===== src/rtl/memRegionPkg.sv =====
package memRegionPkg;
  localparam int ADDR_W      = 21;
  localparam int DATA_W      = 21;
  localparam int BUS_W       = 20;
  localparam int ROM_OFS_W   = 18;
  localparam int PAGE_W      = BUS_W - ROM_OFS_W;
  localparam int DRAM_HALF_W = BUS_W / 2;
  localparam int BYTE_W      = 8;

  typedef enum logic [2:0] {
    RG_NONE,
    RG_DRAM,
    RG_SRAM_SLOW,
    RG_SRAM_FAST,
    RG_ROM_SLOW,
    RG_ROM_FAST,
    RG_REG
  } region_e;

  // strobes from control to datapath
  typedef struct packed {
    logic load;      // request accepted this cycle
    logic active;    // access in progress
    logic colPhase;  // DRAM column half of the cycle
    logic finish;    // last cycle of the access
  } ctlStrobe_t;
endpackage


===== src/rtl/mrcDecode.sv =====
module mrcDecode
  import memRegionPkg::*;
(
  input  logic [ADDR_W-1:0] addr,
  output region_e           region
);
  logic unusedLowBits;
  assign unusedLowBits = ^addr[9:0];

  always_comb begin
    region = RG_NONE;
    if (!addr[20]) begin
      region = RG_DRAM;
    end else begin
      unique case (addr[19:18])
        2'b00: region = (addr[17:10] == '0) ? RG_SRAM_SLOW : RG_NONE;
        2'b01: begin
          if (addr[17])                 region = RG_REG;
          else if (addr[16:10] == '0)   region = RG_SRAM_FAST;
          else                          region = RG_NONE;
        end
        2'b10: region = RG_ROM_SLOW;
        default: region = RG_ROM_FAST;
      endcase
    end
  end
endmodule


===== src/rtl/mrcControl.sv =====
module mrcControl
  import memRegionPkg::*;
#(
  parameter int SLOW_WAIT = 25,
  parameter int FAST_WAIT = 4,
  parameter int DRAM_CYC  = 10,
  parameter int ROW_HOLD  = 4
) (
  input  logic       clk,
  input  logic       rstN,
  input  logic       reqValid,
  input  region_e    regionIn,
  input  region_e    regionQ,
  output ctlStrobe_t strb,
  output logic       busy,
  output logic       doneStb
);
  localparam int MAX_A    = (SLOW_WAIT > FAST_WAIT) ? SLOW_WAIT : FAST_WAIT;
  localparam int MAX_WAIT = (MAX_A > DRAM_CYC) ? MAX_A : DRAM_CYC;
  localparam int CNT_W    = $clog2(MAX_WAIT + 1);

  typedef enum logic {ST_IDLE, ST_ACCESS} state_e;

  state_e           state;
  logic [CNT_W-1:0] elapsed;
  logic [CNT_W-1:0] limit;

  function automatic logic [CNT_W-1:0] limitFor(input region_e r);
    case (r)
      RG_DRAM:                  return CNT_W'(DRAM_CYC);
      RG_SRAM_FAST, RG_ROM_FAST: return CNT_W'(FAST_WAIT);
      RG_REG:                   return CNT_W'(1);
      default:                  return CNT_W'(SLOW_WAIT);
    endcase
  endfunction

  always_comb begin
    strb.load     = reqValid && (state == ST_IDLE);
    strb.active   = (state == ST_ACCESS);
    strb.colPhase = strb.active && (regionQ == RG_DRAM) && (elapsed >= CNT_W'(ROW_HOLD));
    strb.finish   = strb.active && (elapsed == limit - CNT_W'(1));
  end

  assign busy = strb.active;

  always_ff @(posedge clk) begin
    if (!rstN) begin
      state   <= ST_IDLE;
      elapsed <= '0;
      limit   <= CNT_W'(1);
      doneStb <= 1'b0;
    end else begin
      doneStb <= strb.finish;
      if (strb.load) begin
        state   <= ST_ACCESS;
        elapsed <= '0;
        limit   <= limitFor(regionIn);
      end else if (strb.finish) begin
        state <= ST_IDLE;
      end else if (strb.active) begin
        elapsed <= elapsed + CNT_W'(1);
      end
    end
  end

  // busy only starts from a presented request
  a_r10_busy_from_request: assert property (@(posedge clk) disable iff (!rstN)
    $rose(busy) |-> $past(reqValid));
  // an access keeps running until its last cycle
  a_r10_busy_holds: assert property (@(posedge clk) disable iff (!rstN)
    (busy && !strb.finish) |=> busy);
  // done pulse follows a busy cycle and coincides with idle
  a_r10_done_after_busy: assert property (@(posedge clk) disable iff (!rstN)
    doneStb |-> ($past(busy) && !busy));
endmodule


===== src/rtl/mrcDatapath.sv =====
module mrcDatapath
  import memRegionPkg::*;
#(
  parameter logic [BUS_W-1:0] BUS_BIAS = 20'hAAAAA
) (
  input  logic              clk,
  input  logic              rstN,
  input  ctlStrobe_t        strb,
  input  region_e           regionIn,
  input  logic [ADDR_W-1:0] reqAddr,
  input  logic              reqWrite,
  input  logic [DATA_W-1:0] reqWrData,
  output region_e           regionQ,
  output logic [BUS_W-1:0]  memAddr,
  output logic [DATA_W-1:0] memWrData,
  input  logic [DATA_W-1:0] memRdData,
  output logic              memWeN,
  output logic              dramRasN,
  output logic              dramCasN,
  output logic              sramSlowCsN,
  output logic              sramFastCsN,
  output logic              romSlowCsN,
  output logic              romFastCsN,
  output logic [DATA_W-1:0] rdData
);
  localparam int NCS = 4;
  localparam region_e CS_REGION [NCS] = '{RG_SRAM_SLOW, RG_SRAM_FAST, RG_ROM_SLOW, RG_ROM_FAST};

  logic [BUS_W-1:0]  addrQ;
  logic              wrQ;
  logic [PAGE_W-1:0] romPage;
  logic [BUS_W-1:0]  biased;
  logic [NCS-1:0]    csN;
  logic              unusedAddrTop;

  assign unusedAddrTop = reqAddr[ADDR_W-1];
  assign biased        = addrQ ^ BUS_BIAS;

  always_ff @(posedge clk) begin
    if (!rstN) begin
      addrQ     <= '0;
      wrQ       <= 1'b0;
      regionQ   <= RG_NONE;
      memWrData <= '0;
      romPage   <= '0;
      rdData    <= '0;
    end else begin
      if (strb.load) begin
        addrQ     <= reqAddr[BUS_W-1:0];
        wrQ       <= reqWrite;
        regionQ   <= regionIn;
        memWrData <= reqWrData;
      end
      if (strb.finish && wrQ && (regionQ == RG_REG)) begin
        romPage <= memWrData[PAGE_W-1:0];
      end
      if (strb.finish && !wrQ) begin
        case (regionQ)
          RG_DRAM, RG_SRAM_SLOW, RG_SRAM_FAST: rdData <= memRdData;
          RG_ROM_SLOW, RG_ROM_FAST:            rdData <= {{(DATA_W-BYTE_W){1'b0}}, memRdData[BYTE_W-1:0]};
          RG_REG:                              rdData <= {{(DATA_W-PAGE_W){1'b0}}, romPage};
          default:                             rdData <= '1;
        endcase
      end
    end
  end

  // bus address multiplexer
  always_comb begin
    memAddr = '0;
    if (strb.active) begin
      case (regionQ)
        RG_DRAM: memAddr = strb.colPhase
                         ? {{(BUS_W-DRAM_HALF_W){1'b0}}, biased[DRAM_HALF_W-1:0]}
                         : {{(BUS_W-DRAM_HALF_W){1'b0}}, biased[BUS_W-1:DRAM_HALF_W]};
        RG_ROM_SLOW, RG_ROM_FAST: memAddr = {romPage, biased[ROM_OFS_W-1:0]};
        default: memAddr = biased;
      endcase
    end
  end

  for (genvar i = 0; i < NCS; i++) begin : g_cs
    assign csN[i] = !(strb.active && (regionQ == CS_REGION[i]));
  end

  assign sramSlowCsN = csN[0];
  assign sramFastCsN = csN[1];
  assign romSlowCsN  = csN[2];
  assign romFastCsN  = csN[3];
  assign dramRasN    = !(strb.active && (regionQ == RG_DRAM));
  assign dramCasN    = !strb.colPhase;
  assign memWeN      = !(strb.active && wrQ &&
                         (regionQ == RG_DRAM || regionQ == RG_SRAM_SLOW || regionQ == RG_SRAM_FAST));

  // at most one device strobe at a time
  a_r1_single_device: assert property (@(posedge clk) disable iff (!rstN)
    $onehot0({~dramRasN, ~csN}));
  // column strobe only inside a row strobe
  a_r2_cas_inside_ras: assert property (@(posedge clk) disable iff (!rstN)
    !dramCasN |-> !dramRasN);
  // page changes only after a register-space write completes
  a_r7_page_by_reg_write: assert property (@(posedge clk) disable iff (!rstN)
    !$stable(romPage) |-> $past(strb.finish && wrQ && regionQ == RG_REG));
  // no write enable while a ROM is selected
  a_r8_rom_not_written: assert property (@(posedge clk) disable iff (!rstN)
    (!romSlowCsN || !romFastCsN) |-> memWeN);
  // unmapped accesses leave every strobe idle
  a_r9_unmapped_silent: assert property (@(posedge clk) disable iff (!rstN)
    (strb.active && regionQ == RG_NONE) |-> (&csN && dramRasN && memWeN));
endmodule


===== src/rtl/memRegionCtl.sv =====
module memRegionCtl
  import memRegionPkg::*;
#(
  parameter int                SLOW_WAIT = 25,
  parameter int                FAST_WAIT = 4,
  parameter int                DRAM_CYC  = 10,
  parameter int                ROW_HOLD  = 4,
  parameter logic [ADDR_W-1:0] BOOT_ADDR = 21'h1AAAAA,
  parameter logic [BUS_W-1:0]  BUS_BIAS  = 20'hAAAAA
) (
  input  logic              clk,
  input  logic              rstN,
  input  logic              reqValid,
  input  logic [ADDR_W-1:0] reqAddr,
  input  logic              reqWrite,
  input  logic [DATA_W-1:0] reqWrData,
  output logic              busy,
  output logic              doneStb,
  output logic [DATA_W-1:0] rdData,
  output logic [ADDR_W-1:0] resetVector,
  output logic [BUS_W-1:0]  memAddr,
  output logic [DATA_W-1:0] memWrData,
  input  logic [DATA_W-1:0] memRdData,
  output logic              memWeN,
  output logic              dramRasN,
  output logic              dramCasN,
  output logic              sramSlowCsN,
  output logic              sramFastCsN,
  output logic              romSlowCsN,
  output logic              romFastCsN
);
  region_e    regionIn;
  region_e    regionQ;
  ctlStrobe_t strb;

  assign resetVector = BOOT_ADDR;

  mrcDecode uDecode (
    .addr   (reqAddr),
    .region (regionIn)
  );

  mrcControl #(
    .SLOW_WAIT (SLOW_WAIT),
    .FAST_WAIT (FAST_WAIT),
    .DRAM_CYC  (DRAM_CYC),
    .ROW_HOLD  (ROW_HOLD)
  ) uControl (
    .clk      (clk),
    .rstN     (rstN),
    .reqValid (reqValid),
    .regionIn (regionIn),
    .regionQ  (regionQ),
    .strb     (strb),
    .busy     (busy),
    .doneStb  (doneStb)
  );

  mrcDatapath #(
    .BUS_BIAS (BUS_BIAS)
  ) uDatapath (
    .clk         (clk),
    .rstN        (rstN),
    .strb        (strb),
    .regionIn    (regionIn),
    .reqAddr     (reqAddr),
    .reqWrite    (reqWrite),
    .reqWrData   (reqWrData),
    .regionQ     (regionQ),
    .memAddr     (memAddr),
    .memWrData   (memWrData),
    .memRdData   (memRdData),
    .memWeN      (memWeN),
    .dramRasN    (dramRasN),
    .dramCasN    (dramCasN),
    .sramSlowCsN (sramSlowCsN),
    .sramFastCsN (sramFastCsN),
    .romSlowCsN  (romSlowCsN),
    .romFastCsN  (romFastCsN),
    .rdData      (rdData)
  );
endmodule


===== config.mk =====
export PLATFORM = sky130hd
export DESIGN_NAME = memRegionCtl
export DESIGN_NICKNAME = d
export VERILOG_FILES = /design/src/rtl/memRegionPkg.sv /design/src/rtl/mrcDecode.sv /design/src/rtl/mrcControl.sv /design/src/rtl/mrcDatapath.sv /design/src/rtl/memRegionCtl.sv
export SDC_FILE = /design/constraint.sdc
export NUM_CORES = 1
export LEC_CHECK = 0
export BUFFER_PORTS_ARGS = -buffer_cell sky130_fd_sc_hd__buf_2
export CORE_MARGIN = 2
export CORE_UTILIZATION = 35
export CTS_CLUSTER_SIZE = 30
export DETAILED_ROUTE_END_ITERATION = 7
export GPL_TIMING_DRIVEN = 0
export PLACE_DENSITY = 0.7
export SLEW_MARGIN = 5
export SYNTH_ARGS = -nofsm -noshare
export SYNTH_HDL_FRONTEND = slang
export SYNTH_SLANG_ARGS = --single-unit

===== constraint.sdc =====
create_clock -name clk -period 2.57 [get_ports clk]
set_input_delay 0.3855 -clock clk [delete_from_list [all_inputs] [get_ports clk]]
set_output_delay 0.3855 -clock clk [all_outputs]
set_load 0.01 [all_outputs]

* Word-level counts from Yosys, hierarchy flattened
Cells that the tools add are included.
** Operators by class
- Add/sub/neg operators :: 2
- Magnitude comparators :: 1
- Equality and inequality tests :: 13
- Multiplexer cells :: 12
- Bitwise gates (word level) :: 4
- Reduce and logical (&&, ||, !) cells :: 32
** Operators with widths (number)
- $pmux 21 s3 :: 1
- $pmux 20 s2 :: 1
- $mux 20 :: 1
- $eq 3x3->1 const B :: 5
- $pmux 5 s3 :: 1
- $logic_and 1x1->1 :: 13
- $mux 10 :: 1
- $not 10->10 :: 1
- $eq 3x2->1 const B :: 3
- $pmux 3 s3 :: 1
- $logic_not 1->1 :: 8
- $logic_not 8->1 :: 1
- $logic_not 7->1 :: 1
- $eq 3x1->1 const B :: 2
- $mux 3 :: 2
- $reduce_or 2->1 :: 3
- $add 5x1->5 const B :: 1
- $eq 5x5->1 :: 1
- $ge 5x3->1 const B :: 1
- $sub 5x1->5 const B :: 1
- $mux 2 :: 2
- $not 1->1 :: 3
- $reduce_or 3->1 :: 1
- $eq 2x1->1 const B :: 1
- other kinds (6) :: 8
** Word-level totals
- Register bits :: 80
- Input bits :: 67
- Output and inout port bits :: 92
- Logic and storage cells :: 74

* Longest topological paths before layout
- Depth after elaboration :: 8
- Gate-level depth with buffers :: 8
- Mapped depth without buffers :: 7

* By module
A second synthesis with hierarchy kept.
** Second synthesis, totals
- Cell total of the unflattened synthesis :: 445
- Area, all modules :: 3912.5 um^2
** Modules (own cells, without submodules)
- mrcDatapath :: times used 1, cells each 326, area an instance 2956.6 um^2, seq. area each 1361.3 um^2
- mrcControl :: times used 1, cells each 86, area an instance 732.0 um^2, seq. area each 240.2 um^2
- memRegionCtl :: times used 1, cells each 23, area an instance 165.2 um^2, seq. area each 0.0 um^2
- mrcDecode :: times used 1, cells each 10, area an instance 58.8 um^2, seq. area each 0.0 um^2

* Least setup slack after synthesis
No wires, ideal clock.
- Kind :: register to register
- From :: register uControl.limit[0]
- To :: register uDatapath.rdData[4]
- Setup time :: 0.086 ns
- Data arrival time :: 1.884 ns
- Required time :: 2.484 ns
- Path slack :: 0.600 ns
- Stages on the path, launching flop included :: 9
- Path buffers :: 1
- Clock period less this slack :: 1.970 ns
- Cell sequence :: dfxtp_1 > inv_1 > ha_1 > nor2b_1 > o31a_1 > a2111oi_4 > buf_4 > nor2_1 > a211oi_1
** Between the ends
- Longest elaborated chain between the ends :: 4
** RTL lines
- from (decl) :: RTL line mrcControl.sv:26 : logic [CNT_W-1:0] limit;
- from (signal assigned) :: RTL line mrcControl.sv:57 : limit <= limitFor(regionIn);
- $sub 5x1->5 :: RTL line mrcControl.sv:41 : strb.finish = strb.active && (elapsed == limit - CNT_W'(1));
- $eq 5x5->1 :: RTL line mrcControl.sv:41
- $logic_and 1x1->1 :: RTL line mrcControl.sv:41
- $logic_and 1x1->1 :: RTL line mrcDatapath.sv:57 : if (strb.finish && !wrQ) begin
- to (signal assigned) :: RTL line mrcDatapath.sv:59 : RG_DRAM, RG_SRAM_SLOW, RG_SRAM_FAST: rdData <= memRdData;
- to (signal assigned) :: RTL line mrcDatapath.sv:60 : RG_ROM_SLOW, RG_ROM_FAST: rdData <= {{(DATA_W-BYTE_W){1'b0}}, memRdData[BYTE_W-1:0]};
- to (signal assigned) :: RTL line mrcDatapath.sv:61 : RG_REG: rdData <= {{(DATA_W-PAGE_W){1'b0}}, romPage};
- to (decl) :: RTL line mrcDatapath.sv:24 : output logic [DATA_W-1:0] rdData
No other way between the ends.
A chain may end at the register's enable or synchronous reset.

* Worst setup path in the final report
- From :: register uControl.elapsed[2]
- To :: output memAddr[3]
** Between the ends
- Longest elaborated chain between the ends :: 5
** RTL lines
- from (decl) :: RTL line mrcControl.sv:25 : logic [CNT_W-1:0] elapsed;
- from (signal assigned) :: RTL line mrcControl.sv:61 : elapsed <= elapsed + CNT_W'(1);
- $ge 5x3->1 :: RTL line mrcControl.sv:40 : strb.colPhase = strb.active && (regionQ == RG_DRAM) && (elapsed >= CNT_W'(ROW_HOLD));
- $logic_and 1x1->1 :: RTL line mrcControl.sv:40
- $mux 10 :: RTL line mrcDatapath.sv:74 : ? {{(BUS_W-DRAM_HALF_W){1'b0}}, biased[DRAM_HALF_W-1:0]}
- $pmux 20 s2 :: RTL line mrcDatapath.sv:72 : case (regionQ)
- $mux 20 :: RTL line mrcDatapath.sv:71 : if (strb.active) begin
- to (decl) :: RTL line memRegionCtl.sv:21 : output logic [BUS_W-1:0] memAddr,
No other way between the ends.

==> run_results.csv <==
group,metric,value,unit
run_status,status,"completed",
sta,skew,8.54,ps
global_route,first_global_vias,3570,
sta,setup_viol,0,
synthesis,synthFlopType,"dfxtp_1",
floorplan,placementRows,37,
worst_hold_path,min_path_type,"primary input to register",
global_route,grt_start_max_net_pins,13,
cts,postCtsSetupRepairBufs,0,
synthesis,yosys.cell_count.top_type,"nand2_1",
floorplan,dieWidth,107,um
cts,path_clk_slew,80,ps
synthesis,synthCells,478,
setup_path,criticalPathCategory,"register to primary output",
cts,clkSinkCount,80,
setup_path,r2r_slack,250,ps
final_layout,final_core_util,0.471,
sta,fin_tns_setup,0,ps
floorplan,die_area,11500,um2
floorplan,die_h,107,um
job,maxCapViolCount,0,
placement,io_buffers,136,
sta,min_period_over_period,0.950,
drt,drc,0,
final_layout,drive_above_1_share,0.279,
synthesis,syn-cell-area,3730,um2
setup_path,slowest_stage,"or3_1",
global_route,overflow,0,
final_layout,syn_to_final_growth,30.4,%
sta,rsz0062_at_grt,"no",
synthesis,yosysSeqAreaShare,0.430,
synthesis,synth_seq_cells,80,
synthesis,yosysUniqueCellTypes,43,
pwr,peakVddDrop,0.280,mV
cts,cts_buffer_depth,2,
synthesis,yosysWarnings,0,
sta,clock.fmax,410,MHz
cts,h-tree-depth,3,
drt,post_drt_wl_per_cell,14.0,um
setup_path,path_buf_inv,2,
setup_path,cp-start-kind,"register",
global_route,antenna_found_initial,1,
cts,root_buffer,"clkbuf_8",
synthesis,avgSynthCellArea,7.80,um2
synthesis,synth_common_cells,"101 x nand2_1, 80 x dfxtp_1, 70 x a21oi_1",
synthesis,async_reset_ff_frac,0,
synthesis,synth_area_leader_cell,"dfxtp_1",
cts,clk-insertion-delay-late,350,ps
setup_path,required,2180,ps
global_route,track_usage,0.190,
synthesis,synth_edf_count,0,
placement,post-dp-hpwl,8420,um
drt,vias,3834,
placement,place_congestion,0.837,
setup_path,cp_max_fo,10,
synthesis,ys_top_cells_by_area,"dfxtp_1 43%, nand2_1 10%, a21oi_1 9.4%",
sta,worst_slew_pin_slew,662,ps
floorplan,core_area,10300,um2
setup_path,crit_family,"simple AND/OR/NAND/NOR gates",
pwr,p_per_area,616,nW/um2
cts,ctsHoldBuffers,0,
pwr,cellLeakagePower,2.19,nW
synthesis,synth_top_area_share,0.430,
cts,cts_tree,"built",
drt,dr.pass1.iters,6,
setup_path,endpoint_kind,"primary output",
drt,viasPerCell,4.88,
drt,drt-initial-drc-count,194,
sta,slew_viol_final,0,
sta,period_needed,2440,ps
sta,max-slew-margin-rel,0.555,
setup_path,crit_path_max_incr_delay,420,ps
setup_path,crit_chain,"or3_1 -> a211o_1 -> buf_4 -> mux2i_1 -> and2_1 -> buf_2",
drt,drt.antenna.violating_nets,0,
floorplan,start_util,0.361,
global_route,grt_pass1_wl,17100,um
drt,wl,11000,um
cts,cts_buffers,9,
setup_path,cp.arrival,2060,ps
floorplan,io_pins,159,
sta,finalHoldViolCount,0,
final_layout,fin_nets,714,
==> cells by family (layout without fill, tap and decap cells) <==
kind of cell,Yosys count,after routing,share of synthesized area
buffers and inverters,61,212,0.0859
and+or+nand+nor,196,196,0.237
adders and majority gates,3,3,0.0101
muxes,12,12,0.0322
xor gates and xnor gates,5,5,0.0117
AOI/OAI and AO/OA,119,119,0.191
other,2,22,0.00201
DFF,80,80,0.430
==> cell usage in the layout (no fill, tap or decap), types with 3 or more instances in the layout <==
cell / Yosys / layout
a211oi_1: 22 / 22
a21oi_1: 70 / 70
and2_1: 10 / 10
buf_2: 4 / 139
buf_4: 23 / 24
clkbuf_1: 26 / 26
clkbuf_8: 0 / 12
conb_1: 2 / 21
dfxtp_1: 80 / 79
ha_1: 3 / 3
inv_1: 5 / 5
mux2i_1: 12 / 12
nand2_1: 101 / 101
nand2b_1: 4 / 4
nand3_1: 14 / 14
nand4_1: 4 / 4
nor2_1: 34 / 34
nor2b_1: 12 / 12
nor3_1: 4 / 4
o211ai_1: 4 / 4
o21ai_0: 9 / 9
or3_1: 4 / 4
xnor2_1: 3 / 3
==> tightest hold or removal path, stage by stage <==
cell     delay [ps]
buf_2            90
nand2_1          50
a21oi_1          50
==> worst paths after layout <==
check | startpoint | to | depth (start not counted)
hold reg to reg | uDatapath.addrQ[1]$_SDFFE_PN0P_ | uDatapath.addrQ[1]$_SDFFE_PN0P_ | 2
setup / recovery | uControl.elapsed[2]$_SDFFE_PP0P_ | memAddr[3] | 6
setup reg to reg | uControl.limit[0]$_SDFFE_PN1P_ | uControl.elapsed[3]$_SDFFE_PP0P_ | 8
hold / removal | reqWrData[7] | uDatapath.memWrData[7]$_SDFFE_PN0P_ | 3
==> metrics by stage <==
step / setup slack, ps / std cells / area, um2 / total power (W) / hold WS [ps]
floorplan: 600 / 497 / 3800 / 0.00182 / 436
global placement: 365 / 769 / 4650 / 0.00205 / 440
detailed placement: 308 / 769 / 4650 / 0.00207 / 448
CTS: 15.7 / 784 / 4860 / 0.00302 / 253
global route: 18.0 / 784 / 4860 / 0.00316 / 251
finish: 129 / 785 / 4860 / 0.00300 / 271
==> area by class of cell <==
type	instances	area [um2]
timing repair buffer	136	681
clock inverter	3	40.0
multi-input combinational	356	1880
buffer	55	300
sequential	80	1600
inverter	6	22.5
tap	136	170
antenna	1	2.50
fill	1046	5460
clock buffer	12	165
==> state kept, by name, indices dropped and copies added (netlist names) <==
register and cells:
uDatapath.romPage 2, uDatapath.wrQ 1, uDatapath.addrQ 20, uDatapath.rdData 21, uControl.busy 1, uControl.limit 5, uControl.doneStb 1, uDatapath.memWrData 21
uDatapath.regionQ 3, uControl.elapsed 5
==> power breakdown <==
group / switching [W] / internal [W]
Clock: 0.000435 / 0.000520
Sequential: 0.0000591 / 0.00133
Combinational: 0.000391 / 0.000262
Total: 0.000885 / 0.00211
==> routing by layer <==
layer	wire length, um	share of wire	up-vias	global-route usage
met5	0	0	-	0
met4	292	0.027	0	0.0909
met3	596	0.054	22	0.0505
met2	5490	0.50	123	0.316
met1	4600	0.42	1775	0.227
li1	-	-	1914	-
==> what timing repair did <==
action / in CTS / in global routing
setup endpoints to repair: 0 / 10
resized for setup: 0 / 3
endpoints found under the hold margin: 0 / 0
No activity file was read; power rests on OpenSTA's default activity.
